**config.mk**
```make
export PLATFORM = sky130hd
export DESIGN_NAME = i2c_sda_timer
export DESIGN_NICKNAME = d
export VERILOG_FILES = /design/src/rtl/i2c_sda_timer_pkg.sv /design/src/rtl/sdt_countdown.sv /design/src/rtl/sdt_tx_hold.sv /design/src/rtl/sdt_rx_extend.sv /design/src/rtl/sdt_setup_gate.sv /design/src/rtl/i2c_sda_timer.sv
export SDC_FILE = /design/constraint.sdc
export NUM_CORES = 1
export LEC_CHECK = 0
export ABC_AREA = 1
export BUFFER_PORTS_ARGS = -buffer_cell sky130_fd_sc_hd__clkbuf_2
export CELL_PAD_IN_SITES_DETAIL_PLACEMENT = 1
export CELL_PAD_IN_SITES_GLOBAL_PLACEMENT = 2
export CORE_MARGIN = 2
export CORE_UTILIZATION = 33
export CTS_BUF_LIST = sky130_fd_sc_hd__clkbuf_8
export DETAILED_ROUTE_END_ITERATION = 7
export GPL_TIMING_DRIVEN = 0
export PLACE_DENSITY = 0.84
export SYNTH_ARGS = -nofsm -noshare
export SYNTH_HDL_FRONTEND = slang
export SYNTH_SLANG_ARGS = --single-unit
```
**constraint.sdc**
```tcl
create_clock -name clk -period 4.1 [get_ports clk]
set_input_delay 0.82 -clock clk [delete_from_list [all_inputs] [get_ports clk]]
set_output_delay 0.82 -clock clk [all_outputs]
set_load 0.02 [all_outputs]
```
**src/rtl/i2c_sda_timer_pkg.sv**
```systemverilog
package i2c_sda_timer_pkg;

    typedef enum logic {
        CD_IDLE = 1'b0,
        CD_RUN  = 1'b1
    } cd_state_e;

    localparam int unsigned DEF_HOLD_TX_W = 16;
    localparam int unsigned DEF_HOLD_RX_W = 8;
    localparam int unsigned DEF_SETUP_W   = 8;

    // Zero hold is promoted to one so SDA never moves on the SCL falling edge.
    function automatic logic [31:0] at_least_one(input logic [31:0] v);
        return (v == 32'd0) ? 32'd1 : v;
    endfunction

endpackage

```
**src/rtl/sdt_countdown.sv**
```systemverilog
module sdt_countdown
    import i2c_sda_timer_pkg::*;
#(
    parameter int unsigned W = 16
) (
    input  logic         clk,
    input  logic         rst,
    input  logic         clr,
    input  logic         load,
    input  logic [W-1:0] load_val,
    output logic         busy,
    output logic         done
);
    cd_state_e    state;
    logic [W-1:0] cnt;

    assign busy = (state == CD_RUN);
    assign done = busy && (cnt == {{(W-1){1'b0}}, 1'b1}) && !load && !clr;

    always_ff @(posedge clk) begin
        if (rst || clr) begin
            state <= CD_IDLE;
            cnt   <= '0;
        end else if (load) begin
            state <= CD_RUN;
            cnt   <= load_val;
        end else if (done) begin
            state <= CD_IDLE;
            cnt   <= '0;
        end else if (busy) begin
            cnt   <= cnt - 1'b1;
        end
    end
endmodule

```
**src/rtl/sdt_tx_hold.sv**
```systemverilog
module sdt_tx_hold
    import i2c_sda_timer_pkg::*;
#(
    parameter int unsigned W = 16
) (
    input  logic         clk,
    input  logic         rst,
    input  logic         enable,
    input  logic         scl_fall,
    input  logic         sda_req,
    input  logic [W-1:0] hold_cnt,
    output logic         sda_drive,
    output logic         hold_busy,
    output logic         apply
);
    logic         pend;
    logic         load;
    logic [W-1:0] eff;
    logic [31:0]  eff_wide;

    assign eff_wide = at_least_one(32'(hold_cnt));
    assign eff      = eff_wide[W-1:0];
    assign load     = enable && scl_fall;

    sdt_countdown #(.W(W)) u_cnt (
        .clk      (clk),
        .rst      (rst),
        .clr      (!enable),
        .load     (load),
        .load_val (eff),
        .busy     (hold_busy),
        .done     (apply)
    );

    always_ff @(posedge clk) begin
        if (rst) begin
            pend      <= 1'b1;
            sda_drive <= 1'b1;
        end else if (!enable) begin
            pend      <= 1'b1;
            sda_drive <= 1'b1;
        end else begin
            if (load)  pend      <= sda_req;
            if (apply) sda_drive <= pend;
        end
    end
endmodule

```
**src/rtl/sdt_rx_extend.sv**
```systemverilog
module sdt_rx_extend #(
    parameter int unsigned W = 8
) (
    input  logic         clk,
    input  logic         rst,
    input  logic         enable,
    input  logic         scl_high,
    input  logic         tx_active,
    input  logic         sda_in,
    input  logic [W-1:0] ext_cnt,
    output logic         sda_rx
);
    logic bypass;
    logic busy;
    logic done;
    logic differs;
    logic load;
    logic pend;

    assign bypass  = !enable || !scl_high || tx_active;
    assign differs = (sda_in != sda_rx);
    assign load    = !bypass && !busy && differs && (ext_cnt != '0);

    sdt_countdown #(.W(W)) u_cnt (
        .clk      (clk),
        .rst      (rst),
        .clr      (bypass),
        .load     (load),
        .load_val (ext_cnt),
        .busy     (busy),
        .done     (done)
    );

    always_ff @(posedge clk) begin
        if (rst) begin
            sda_rx <= 1'b1;
            pend   <= 1'b1;
        end else if (bypass) begin
            sda_rx <= sda_in;
        end else if (done) begin
            sda_rx <= pend;
        end else if (load) begin
            pend   <= sda_in;
        end else if (!busy && differs) begin
            sda_rx <= sda_in;
        end
    end
endmodule

```
**src/rtl/sdt_setup_gate.sv**
```systemverilog
module sdt_setup_gate #(
    parameter int unsigned W = 8
) (
    input  logic         clk,
    input  logic         rst,
    input  logic         enable,
    input  logic         slave_tx,
    input  logic         hold_busy,
    input  logic         apply,
    input  logic [W-1:0] setup_cnt,
    output logic         scl_release
);
    logic active;
    logic busy;
    logic done_unused;

    assign active = enable && slave_tx;

    sdt_countdown #(.W(W)) u_cnt (
        .clk      (clk),
        .rst      (rst),
        .clr      (!active),
        .load     (active && apply && (setup_cnt != '0)),
        .load_val (setup_cnt),
        .busy     (busy),
        .done     (done_unused)
    );

    assign scl_release = !(active && (hold_busy || busy));
endmodule

```
**src/rtl/i2c_sda_timer.sv**
```systemverilog
module i2c_sda_timer
    import i2c_sda_timer_pkg::*;
#(
    parameter int unsigned HOLD_TX_W = DEF_HOLD_TX_W,
    parameter int unsigned HOLD_RX_W = DEF_HOLD_RX_W,
    parameter int unsigned SETUP_W   = DEF_SETUP_W,
    localparam int unsigned HOLD_W   = HOLD_TX_W + HOLD_RX_W
) (
    input  logic               clk,
    input  logic               rst,
    input  logic               enable,
    input  logic               scl_fall,
    input  logic               scl_high,
    input  logic               tx_active,
    input  logic               slave_tx,
    input  logic               sda_req,
    input  logic               sda_in,
    input  logic [HOLD_W-1:0]  hold_cfg,
    input  logic [SETUP_W-1:0] setup_cfg,
    output logic               sda_drive,
    output logic               sda_rx,
    output logic               scl_release
);
    logic [HOLD_TX_W-1:0] tx_hold;
    logic [HOLD_RX_W-1:0] rx_ext;
    logic                 hold_busy;
    logic                 apply;

    assign tx_hold = hold_cfg[HOLD_TX_W-1:0];
    assign rx_ext  = hold_cfg[HOLD_W-1:HOLD_TX_W];

    sdt_tx_hold #(.W(HOLD_TX_W)) u_hold (
        .clk       (clk),
        .rst       (rst),
        .enable    (enable),
        .scl_fall  (scl_fall),
        .sda_req   (sda_req),
        .hold_cnt  (tx_hold),
        .sda_drive (sda_drive),
        .hold_busy (hold_busy),
        .apply     (apply)
    );

    sdt_rx_extend #(.W(HOLD_RX_W)) u_rx (
        .clk       (clk),
        .rst       (rst),
        .enable    (enable),
        .scl_high  (scl_high),
        .tx_active (tx_active),
        .sda_in    (sda_in),
        .ext_cnt   (rx_ext),
        .sda_rx    (sda_rx)
    );

    sdt_setup_gate #(.W(SETUP_W)) u_setup (
        .clk         (clk),
        .rst         (rst),
        .enable      (enable),
        .slave_tx    (slave_tx),
        .hold_busy   (hold_busy),
        .apply       (apply),
        .setup_cnt   (setup_cfg),
        .scl_release (scl_release)
    );
endmodule

```
# ---- After elaboration in Yosys (flattened, before gate mapping)
# Cells that the tools add are included.
dict set report totals {
  ff_bits 39
  output_inout_bits 3
  elab_cells 87
}
dict set report op_classes {
  n_addsub 3
  eq_ne 5
  mux 20
  n_bitwise 3
  reduce_logical 46
}
# op count
set op_table {}
lappend op_table {{$mux 16} 4}
lappend op_table {{$mux 8} 6}
lappend op_table {{$logic_and 1x1->1} 18}
lappend op_table {{$eq 16x1->1 const B} 1}
lappend op_table {{$eq 8x1->1 const B} 2}
lappend op_table {{$logic_not 16->1} 1}
lappend op_table {{$reduce_bool 8->1} 2}
lappend op_table {{$sub 16x1->16 const B} 1}
lappend op_table {{$sub 8x1->8 const B} 2}
lappend op_table {{$reduce_bool 3->1} 4}
lappend op_table {{$mux 1} 10}
lappend op_table {{$logic_not 1->1} 9}
lappend op_table {{$logic_or 1x1->1} 6}
lappend op_table {{$reduce_bool 2->1} 3}
lappend op_table {{$ne 3x1->1 const B} 1}
lappend op_table {{$not 1->1} 3}
lappend op_table {{$reduce_and 3->1} 1}
lappend op_table {{$reduce_and 2->1} 1}
lappend op_table {{$reduce_or 2->1} 1}
lappend op_table {{$ne 1x1->1} 1}

# ---- Logic depth before layout (Yosys ltp)
# Gate-level depths: netlist (run 1).
dict set report depth {
  depth_word 12
  mapped_depth 11
  ltp_nobuf 11
}

# ---- Hierarchy
# Synthesis (run 1) repeated with hierarchy kept, for this count alone.
dict set report unflattened {
  hier_cells 474
  hier_area_um2 3074.2
}
# module instances cells_per_inst area_each_um2
set modules_own_cells {}
lappend modules_own_cells {{sdt_countdown at u_rx.u_cnt ...} 2 96 650.6}
lappend modules_own_cells {{sdt_countdown at u_hold.u_cnt} 1 181 1287.5}
lappend modules_own_cells {sdt_rx_extend 1 46 235.2}
lappend modules_own_cells {sdt_tx_hold 1 43 201.4}
lappend modules_own_cells {sdt_setup_gate 1 12 48.8}

# ---- Least setup slack after synthesis (run 1)
# OpenSTA, ideal clock, no wires.
dict set report synth_timing {
  path_kind {input port to output port}
  start {in slave_tx}
  end {out scl_release}
  arrival_time_ps 1247
  t_required_ps 3280
  path_slack_ps 2033
  path_stages 3
  n_path_buf 0
  path_cell_list {nand2_1 > inv_1 > o21ai_0}
}
dict set report synth_via {
  elab_chain_cells 3
}
# element line
set synth_lines {}
lappend synth_lines {{start, declared} i2c_sda_timer.sv:15} ;# input logic slave_tx,
lappend synth_lines {{$logic_and 1x1->1} sdt_setup_gate.sv:17} ;# assign active = enable && slave_tx;
lappend synth_lines {{$logic_and 1x1->1} sdt_setup_gate.sv:29} ;# assign scl_release = !(active && (hold_busy || busy));
lappend synth_lines {{$logic_not 1->1} sdt_setup_gate.sv:29}
lappend synth_lines {{end, declared} i2c_sda_timer.sv:22} ;# output logic scl_release
# No other way between the ends.

# ---- Worst setup path in the final report (run 1)
dict set report layout_timing {
  start {in enable}
  end {out scl_release}
}
dict set report layout_via {
  elab_chain_cells 3
}
# element line
set layout_lines {}
lappend layout_lines {{start, declared} i2c_sda_timer.sv:11} ;# input logic enable,
lappend layout_lines {{$logic_and 1x1->1} sdt_setup_gate.sv:17}
lappend layout_lines {{$logic_and 1x1->1} sdt_setup_gate.sv:29}
lappend layout_lines {{$logic_not 1->1} sdt_setup_gate.sv:29}
# No other way between the ends.

==> results of run 1 <==
-- cell usage after synthesis, types with 2 or more instances --
| cell | number |
|---|---|
| a21oi_1 | 17 |
| buf_2 | 3 |
| buf_6 | 2 |
| clkbuf_1 | 4 |
| dfxtp_1 | 39 |
| ha_1 | 6 |
| inv_1 | 73 |
| inv_2 | 3 |
| nand2_1 | 98 |
| nand2_2 | 3 |
| nand2_4 | 2 |
| nand3_1 | 58 |
| nand3_2 | 2 |
| nand4_1 | 5 |
| nor2_1 | 80 |
| nor2_2 | 7 |
| nor2_4 | 2 |
| nor3_1 | 8 |
| o21ai_0 | 23 |
| o21ai_1 | 11 |
| o22ai_1 | 2 |
| xor2_1 | 15 |
-- flip-flops by register name, indices dropped and copies added (netlist names) --
signal              flops
u_hold.u_cnt.cnt       16
u_rx.u_cnt.cnt          8
u_setup.u_cnt.cnt       8
u_hold.pend             1
u_hold.sda_drive        1
u_hold.u_cnt.busy       1
u_rx.pend               1
u_rx.sda_rx             1
u_rx.u_cnt.busy         1
u_setup.u_cnt.busy      1
-- metal layers --
| metal | track usage (%) | vias up |
|---|---|---|
| li1 | - | 1585 |
| met1 | 23.4 | 1421 |
| met2 | 32.8 | 38 |
| met3 | 2.82 | 11 |
| met4 | 5.53 | 0 |
| met5 | 0 | - |
-- stage by stage --
stage	hold WS, ps	setup slack, ps
global placement	442	1630
CTS	487	1650
floorplan	429	2030
global route	518	1540
finish	483	1620
detailed placement	461	1650
-- power by group --
part | leakage, nW | total [W] | internal, W | switching (W)
Combinational | 1.42 | 0.000190 | 0.0000702 | 0.000120
Sequential | 0.316 | 0.000400 | 0.000389 | 0.0000118
Clock | 0.0505 | 0.000262 | 0.000115 | 0.000147
Total | 1.78 | 0.000852 | 0.000574 | 0.000278
-- logic make-up after synthesis --
| logic type | count (synthesis) |
|---|---|
| fa+ha+maj | 6 |
| simple gates | 270 |
| compound gates | 55 |
| xor+xnor | 16 |
| flops | 39 |
| buf+inv | 87 |
-- worst max-delay path, delay by kind of cell --
family / cells / cell delay (ps)
AOI/OAI and AO/OA: 1 / 140
buffers and inverters: 3 / 490
and+or+nand+nor: 1 / 210
-- path summary, 6_finish.rpt --
path,endpoint,startpoint
worst max-delay path,scl_release,enable
worst max register to register,u_hold.u_cnt.cnt[8],u_hold.u_cnt.cnt[1]
worst min register to register,u_hold.pend,u_hold.pend
worst min-delay path,u_hold.pend,u_hold.pend
-- area by class of cell --
cell class                      count  area share [%]
Multi-Input combinational cell    347            52.4
Clock buffer                        5            2.10
Clock inverter                      3           0.382
Buffer                             10            1.83
Tap cell                          105            4.01
Timing Repair Buffer               43            6.57
Inverter                           77            8.82
Sequential cell                    39            23.8
==> results.ini, run 1 <==
[final_layout]
layout.cells.most_common = nand2_1
final_util_pct = 39.5
layout.cells.non_filler = 629
num_antenna_cells = 0
finalNetCount = 570
area_delta_synth_final_pct = 15.0
regArea_um2 = 781
fill_cells = 1145
multi_input_area_mm2 = 0.00172
layout_common_cells = 98 x nand2_1, 80 x nor2_1, 75 x inv_1, 58 x nand3_1, 43 x clkbuf_2
drive_above_1_share_pct = 14.7
fin_area_mm2 = 0.00328

[sta]
final_max_slew_viol_count = 0
period_minus_slack_ps = 2480
fmax_ghz = 0.403
period_share_pct = 60.5
worst_pin_slew_ps = 634
setup_tns_ps = 0
clock_skew_ps = 5.91
hold_viol = 0
setup_viol = 0
grt_setup_unrepaired = false
relSlewSlack_pct = 57.5

[global_routing]
track_usage_pct = 18.6
grt_pass1_wl_um = 14500
first_global_vias = 3084
antenna_found_initial = 0
grt_max_degree = 12
overflow = 0

[setup_path]
r2r_setup_slack_ps = 2410
worst_path_most_repeated_cell = clkbuf_2
reg2regPathDepth = 10
cp.required_ps = 3280
end_kind = output pin
path_cells = clkbuf_2 > nand2_1 > inv_1 > o21ai_0 > clkbuf_2
slowest_stage = clkbuf_2
path_max_fanout = 5
max_stage_delay_ps = 220
start_kind = input pin
critPathKind = input pin to output pin
cp.arrival_ps = 1660

[synth]
synth_mux_area_share_pct = 0
synth_top_family_by_area = simple AND/OR/NAND/NOR gates
synthesis.nets = 520
synth_cells = 473
synthArstFlopShare_pct = 0
yosysTopAreaCellShare_pct = 27.4
syn_avg_cell_area_um2 = 6.02
ys_ff_latch = 39
synth_compound_area_share_pct = 9.93
yosys_warnings = 0
synth-simple-area-share_pct = 42.8
syn_area_mm2 = 0.00285
synth_xor_area_share_pct = 4.92
synth-edff-count = 0
ys_seq_area_share_pct = 27.4
synth_flop_cell = dfxtp_1
synthTopCellsByArea = dfxtp_1 27%, nand2_1 13%, nor2_1 11%, nand3_1 10%, inv_1 9.6%
synth_cell_types = 32
yosys.area.top_type = dfxtp_1
synthAdderAreaFrac_pct = 2.64

[pwr]
power.total_w = 0.000852
vdd_drop_max_v = 0.000145
pwr_density_cell_mw_per_mm2 = 260
leakage_nw = 1.78

[detailed_routing]
vias = 3055
drtIter0Drc = 63
routed_wl_um = 8430
remaining_drc_errors = 0
firstDrtPassIters = 4
via_per_inst = 4.86
met3WireLength_um = 244
wl_per_cell_um = 13.4
wl_met2_um = 4130
top_layer_used = met4
wl_met1_um = 3950
ant_nets = 0

[place]
gp_congestion = 0.814
dp_cells = 621
placed_area_mm2 = 0.00319
dp_hpwl_um = 6720
portBuffers = 43

[clock_tree]
cts_tree = built
clk_path_buf_depth = 2
htreeDepth = 2
holdBufCountCts = 0
path_clk_slew_ps = 80
clockRootBuffer = clkbuf_8
numCtsBuffers = 5
clock_sinks = 39
cts_resized = 0
postCtsSetupBuffers = 0
worstSkewPairLatency_ps = 300

[job]
drv_cap = 0

[die]
core_mm2 = 0.00830
pin_count = 44
initial_utilization_pct = 34.3
rows = 33
die_h_um = 96.9
dieWidth_um = 96.9
dieArea_mm2 = 0.00939

[outcome]
status = complete, no violations

[worst_hold_path]
hp-class = register to register
min_path_cells = 2

Power figures use the tool's default switching activity.
==> inputs of run 2 (changes only) <==
--- a/config.mk
+++ b/config.mk
@@ -5,16 +5,16 @@
 export SDC_FILE = /design/constraint.sdc
 export NUM_CORES = 1
 export LEC_CHECK = 0
-export ABC_AREA = 1
+export ABC_AREA = 0
 export BUFFER_PORTS_ARGS = -buffer_cell sky130_fd_sc_hd__clkbuf_2
 export CELL_PAD_IN_SITES_DETAIL_PLACEMENT = 1
 export CELL_PAD_IN_SITES_GLOBAL_PLACEMENT = 2
 export CORE_MARGIN = 2
-export CORE_UTILIZATION = 33
+export CORE_UTILIZATION = 30
 export CTS_BUF_LIST = sky130_fd_sc_hd__clkbuf_8
 export DETAILED_ROUTE_END_ITERATION = 7
 export GPL_TIMING_DRIVEN = 0
-export PLACE_DENSITY = 0.84
+export PLACE_DENSITY = 0.74
 export SYNTH_ARGS = -nofsm -noshare
 export SYNTH_HDL_FRONTEND = slang
 export SYNTH_SLANG_ARGS = --single-unit
==> constraint.sdc (replaced) <==
create_clock -name clk -period 2.06 [get_ports clk]
set_input_delay 0.412 -clock clk [delete_from_list [all_inputs] [get_ports clk]]
set_output_delay 0.412 -clock clk [all_outputs]
set_load 0.02 [all_outputs]
==> results.ini, run 2 <==
[setup_path]
r2r_setup_slack_ps = -9  ; -2420 ps
critPathKind = register to register
cp.required_ps = 2220  ; -1060 ps
path_max_fanout = 5  ; unchanged
start_kind = register
end_kind = register
cp.arrival_ps = 2230  ; +570 ps

[synth]
yosysTopAreaCellShare_pct = 31.0  ; +3.6 points
synth_cells = 313  ; -34%
synth-edff-count = 0  ; unchanged
synth_cell_types = 63  ; +97%
ys_seq_area_share_pct = 31.0  ; +3.6 points
yosys.area.top_type = dfxtp_1
yosys_warnings = 0  ; unchanged
synthArstFlopShare_pct = 0  ; unchanged
syn_avg_cell_area_um2 = 8.03  ; +33%
synth_top_cells_by_count = 39 x dfxtp_1, 27 x nand2_1, 25 x nor2_1
synthMostInstantiatedCell = dfxtp_1
synthTopCellsByArea = dfxtp_1 31%, a21oi_1 4.2%, nand2_1 4.0%, nor2_1 3.7%, o21ai_0 3.4%
ys_ff_latch = 39  ; unchanged
synth_flop_cell = dfxtp_1
syn_area_mm2 = 0.00251  ; -12%
synthesis.nets = 360  ; -31%

[pwr]
power.total_w = 0.00168  ; +97%
vdd_drop_max_v = 0.000345  ; +140%
sw_frac_of_total_pct = 30.7  ; -1.9 points
clkPwrFrac_pct = 30.1  ; -0.6 points
combPwrFrac_pct = 22.7  ; +0.4 points
leakage_nw = 1.26  ; -30%
pwr_density_cell_mw_per_mm2 = 541  ; +110%
internal_power_w = 0.00116  ; +100%
p_sw_w = 0.000517  ; +86%
pwr-share-seq_pct = 47.2  ; +0.2 points

[final_layout]
largest_reg_flops = 16  ; unchanged
finalNetCount = 419  ; -26%
regMostFlops = u_hold.u_cnt.cnt
drive_above_1_share_pct = 25.2  ; +11 points
num_antenna_cells = 0  ; unchanged
top_regs = u_hold.u_cnt.cnt: 16 flops, u_rx.u_cnt.cnt: 8 flops, u_setup.u_cnt.cnt: 8 flops
layout.cells.most_common = clkbuf_2
layout_common_cells = 46 x clkbuf_2, 32 x dfxtp_1, 27 x nand2_1, 25 x nor2_1, 21 x a21oi_1
area_delta_synth_final_pct = 23.5

[sta]
whs_ps = 347  ; -136 ps
hold_viol = 0  ; unchanged
worst_pin_slew_ps = 773  ; +138 ps
worst_slack_ps = -8.63  ; -1630 ps
clock_skew_ps = 4.00  ; -1.91 ps
period_share_pct = 100
relSlewSlack_pct = 48.0  ; -9.5 points
period_minus_slack_ps = 2070
fmax_ghz = 0.483
setup_viol = 1  ; +1
grt_setup_unrepaired = true
final_max_slew_viol_count = 0  ; unchanged

[clock_tree]
clockRootBuffer = clkbuf_8
worstSkewPairLatency_ps = 290  ; about the same
clock_sinks = 39  ; unchanged
numCtsBuffers = 5  ; unchanged
htreeDepth = 2  ; unchanged
clk_path_buf_depth = 2  ; unchanged
cts_tree = built
holdBufCountCts = 0  ; unchanged
path_clk_slew_ps = 80  ; about the same

[place]
dp_hpwl_um = 6100  ; -9.2%
gp_congestion = 0.802  ; -1.5%
portBuffers = 43  ; unchanged

[global_routing]
antenna_found_initial = 0  ; unchanged
overflow = 0  ; unchanged
first_global_vias = 2737  ; -11%
track_usage_pct = 18.7  ; +0.043 points
grt_max_degree = 18  ; +6
grt_pass1_wl_um = 13500  ; -6.6%

[outcome]
violations = setup timing
status = complete, but fails checks

[detailed_routing]
via_per_inst = 5.58  ; +15%
ant_nets = 0  ; unchanged
drtIter0Drc = 92  ; +46%
routed_wl_um = 8180  ; -3.0%
firstDrtPassIters = 4  ; unchanged
vias = 2667  ; -13%
wl_per_cell_um = 17.1  ; +28%
remaining_drc_errors = 0  ; unchanged

[die]
core_mm2 = 0.00818  ; -1.5%
initial_utilization_pct = 30.8  ; -3.6 points
pin_count = 44  ; unchanged
rows = 33  ; unchanged
dieArea_mm2 = 0.00913  ; -2.7%
dieWidth_um = 95.6  ; -1.4%
die_h_um = 95.6  ; -1.4%

[job]
drv_cap = 0  ; unchanged

[worst_hold_path]
hp-class = input pin to register

==> run 2: final cells by class <==
class | instances | area (um2)
Sequential cell | 39 | 795
Clock buffer | 5 | 68.8
Multi-Input combinational cell | 242 | 1670
Fill cell | 1023 | 5070
Timing Repair Buffer | 53 | 298
Buffer | 14 | 71.3
Clock inverter | 3 | 12.5
Tap cell | 105 | 131
Inverter | 17 | 63.8
==> run 2: timing repair <==
item                                    CTS  global route
gates resized for setup                   8            24
endpoints found under the setup margin   18            27
pin swaps                                 3             2
hold endpoints to repair                  0             0
gates cloned                              0             1
buffers inserted                          2             7
==> run 2: per-layer routing <==
layer / vias to the layer above / part of all wire, % / global-route usage, % / wire length (um)
li1: 1311 / - / - / -
met1: 1299 / 48 / 24.9 / 3950
met2: 48 / 47 / 31.7 / 3860
met3: 9 / 3.3 / 2.92 / 268
met4: 0 / 1.2 / 4.05 / 102
met5: - / 0 / 0 / 0
==> run 2: worst max-delay path, stage by stage (launching register included) <==
cell and delay (ps):
dfxtp_2 340, or4_4 570, nor3_4 260, buf_6 160
a21oi_2 80, buf_6 160, a222oi_1 300, nor2_1 70
==> run 2: logic make-up after synthesis <==
group | after synthesis | share of synthesized area, %
flops | 39 | 31.0
mux | 6 | 2.44
buf+inv | 32 | 5.12
fa+ha+maj | 6 | 2.98
xor+xnor | 6 | 2.09
compound gates | 94 | 26.7
simple gates | 130 | 29.6
==> run 2: final timing paths <==
check                       startpoint              endpoint  depth (start not counted)
setup / recovery  u_hold.u_cnt.cnt[13]  u_hold.u_cnt.cnt[12]                          7
hold / removal                 sda_req           u_hold.pend                          3
setup reg to reg  u_hold.u_cnt.cnt[13]  u_hold.u_cnt.cnt[12]                          7
hold reg to reg       u_hold.sda_drive      u_hold.sda_drive                          2
==> run 2: power by group through the flow <==
stage / logic, W / registers [W] / clock network, W
after CTS: 0.000355 / 0.000794 / 0.000532
after global routing: 0.000419 / 0.000796 / 0.000557
final: 0.000382 / 0.000793 / 0.000506
after floorplan: 0.000208 / 0.000806 / 0
after global placement: 0.000331 / 0.000809 / 0
after detailed placement: 0.000332 / 0.000810 / 0
==> run 2: through the flow <==
stage | utilization, % | cells | setup slack (ps) | TNS (ps) | area [um2]
after floorplan | - | 313 | 104 | 0 | 2510
after global placement | 35.0 | 461 | -295 | -5000 | 2860
after detailed placement | 35.0 | 461 | -322 | -5160 | 2860
after CTS | 36.4 | 470 | 6.42 | 0 | 2980
after global routing | 38.0 | 478 | -93.6 | -285 | 3110
final | 38.0 | 478 | -8.63 | -8.63 | 3110
==> inputs of run 3 (changes only) <==
--- a/config.mk
+++ b/config.mk
@@ -15,6 +15,7 @@
 export DETAILED_ROUTE_END_ITERATION = 7
 export GPL_TIMING_DRIVEN = 0
 export PLACE_DENSITY = 0.74
+export SKIP_LAST_GASP = 1
 export SYNTH_ARGS = -nofsm -noshare
 export SYNTH_HDL_FRONTEND = slang
 export SYNTH_SLANG_ARGS = --single-unit
==> results.ini, run 3 (synthesis gave the netlist of run 2 again) <==
[setup_path]
critPathKind = register to register
cp.required_ps = 2220  ; about the same
cp.arrival_ps = 2230  ; about the same
start_kind = register
end_kind = register
path_max_fanout = 5  ; unchanged
r2r_setup_slack_ps = -5  ; about the same

[die]
die_h_um = 95.6  ; unchanged
core_mm2 = 0.00818  ; unchanged
dieArea_mm2 = 0.00913  ; unchanged
dieWidth_um = 95.6  ; unchanged
rows = 33  ; unchanged
initial_utilization_pct = 30.8  ; unchanged
pin_count = 44  ; unchanged

[pwr]
pwr-share-seq_pct = 47.2  ; about the same
leakage_nw = 1.25  ; about the same
pwr_density_cell_mw_per_mm2 = 543  ; +0.34%
sw_frac_of_total_pct = 30.7  ; about the same
power.total_w = 0.00168  ; about the same
p_sw_w = 0.000516  ; -0.12%
clkPwrFrac_pct = 30.1  ; about the same
combPwrFrac_pct = 22.7  ; about the same
internal_power_w = 0.00116  ; about the same
vdd_drop_max_v = 0.000345  ; about the same

[final_layout]
top_regs = u_hold.u_cnt.cnt: 16 flops, u_rx.u_cnt.cnt: 8 flops, u_setup.u_cnt.cnt: 8 flops
drive_above_1_share_pct = 25.2  ; unchanged
largest_reg_flops = 16  ; unchanged
area_delta_synth_final_pct = 23.0
layout.cells.most_common = clkbuf_2
num_antenna_cells = 0  ; unchanged
regMostFlops = u_hold.u_cnt.cnt
layout_common_cells = 46 x clkbuf_2, 32 x dfxtp_1, 27 x nand2_1, 25 x nor2_1, 21 x a21oi_1
fin_area_mm2 = 0.00309  ; -0.40%
finalNetCount = 419  ; unchanged

[clock_tree]
numCtsBuffers = 5  ; unchanged
worstSkewPairLatency_ps = 290  ; about the same
clock_sinks = 39  ; unchanged
holdBufCountCts = 0  ; unchanged
path_clk_slew_ps = 80  ; about the same
clockRootBuffer = clkbuf_8
cts_tree = built
clk_path_buf_depth = 2  ; unchanged
htreeDepth = 2  ; unchanged

[place]
dp_hpwl_um = 6100  ; unchanged
gp_congestion = 0.802  ; unchanged
placed_area_mm2 = 0.00286  ; unchanged
portBuffers = 43  ; unchanged

[outcome]
violations = setup timing
status = complete, but fails checks

[detailed_routing]
vias = 2665  ; -0.075%
wl_per_cell_um = 17.2  ; +0.39%
remaining_drc_errors = 0  ; unchanged
firstDrtPassIters = 4  ; unchanged
drtIter0Drc = 86  ; -6.5%
via_per_inst = 5.58  ; about the same
ant_nets = 0  ; unchanged
routed_wl_um = 8210  ; +0.39%

[sta]
hold_viol = 0  ; unchanged
worst_pin_slew_ps = 645  ; -127 ps
fmax_ghz = 0.484  ; +0.17%
period_share_pct = 100  ; -0.17 points
period_minus_slack_ps = 2070  ; -3.42 ps
relSlewSlack_pct = 56.6  ; +8.6 points
clock_skew_ps = 4.67  ; +0.671 ps
setup_viol = 1  ; unchanged
grt_setup_unrepaired = true
worst_slack_ps = -5.21  ; +3.42 ps
final_max_slew_viol_count = 0  ; unchanged

[global_routing]
track_usage_pct = 18.7  ; unchanged
first_global_vias = 2737  ; unchanged
antenna_found_initial = 0  ; unchanged
grt_pass1_wl_um = 13500  ; unchanged
overflow = 0  ; unchanged
grt_max_degree = 18  ; unchanged

[job]
drv_cap = 0  ; unchanged

[worst_hold_path]
hp-class = input pin to register

-- run 3: final cells by class --
class / count / area (um2)
well taps: 105 / 131
repair buffers: 53 / 298
inverters: 17 / 63.8
fillers: 1023 / 5080
plain buffers: 14 / 71.3
multi-input cells: 242 / 1650
flip-flops and latches: 39 / 795
clock inverters: 3 / 12.5
clock buffers: 5 / 68.8
-- run 3: worst paths after layout --
kind	start	to	cells after the start
max	u_hold.u_cnt.cnt[13]	u_hold.u_cnt.cnt[12]	7
min	sda_req	u_hold.pend	3
max reg2reg	u_hold.u_cnt.cnt[13]	u_hold.u_cnt.cnt[12]	7
min reg2reg	u_hold.sda_drive	u_hold.sda_drive	2
-- run 3: worst max-delay path: stages (launching register included) --
cell and delay [ps]:
dfxtp_2 340, or4_4 570, nor3_4 260, buf_6 160, a21oi_2 80, buf_6 160
a222oi_1 300, nor2_1 70
-- run 3: repair_timing --
action / in CTS / in global routing
endpoints found under the hold margin: 0 / 0
pin swaps: 3 / 2
cloned: 0 / 1
endpoints found under the setup margin: 18 / 27
buffers inserted: 2 / 7
resized for setup: 8 / 23
-- run 3: stage by stage --
| step | TNS [ps] | instances | worst slack, ps | utilization [%] | hold WS, ps |
|---|---|---|---|---|---|
| CTS | 0 | 470 | 6.42 | 36.4 | 336 |
| global placement | -5000 | 461 | -295 | 35.0 | 457 |
| detailed placement | -5160 | 461 | -322 | 35.0 | 466 |
| global route | -294 | 478 | -93.6 | 37.8 | 357 |
| floorplan | 0 | 313 | 104 | - | 440 |
| finish | -5.21 | 478 | -5.21 | 37.8 | 346 |
-- run 3: power by group through the flow --
stage | Combinational, W | Sequential, W | Clock [W]
6_report | 0.000381 | 0.000793 | 0.000506
4_1_cts | 0.000355 | 0.000794 | 0.000532
3_3_place_gp | 0.000331 | 0.000809 | 0
3_5_place_dp | 0.000332 | 0.000810 | 0
5_1_grt | 0.000417 | 0.000796 | 0.000557
2_1_floorplan | 0.000208 | 0.000806 | 0
-- run 3: metal layers --
metal | track usage [%] | vias to the layer above | routed length, um
met1 | 24.9 | 1306 | 4010
li1 | - | 1310 | -
met5 | 0 | - | 0
met4 | 4.05 | 0 | 75
met2 | 31.7 | 42 | 3890
met3 | 2.92 | 7 | 236
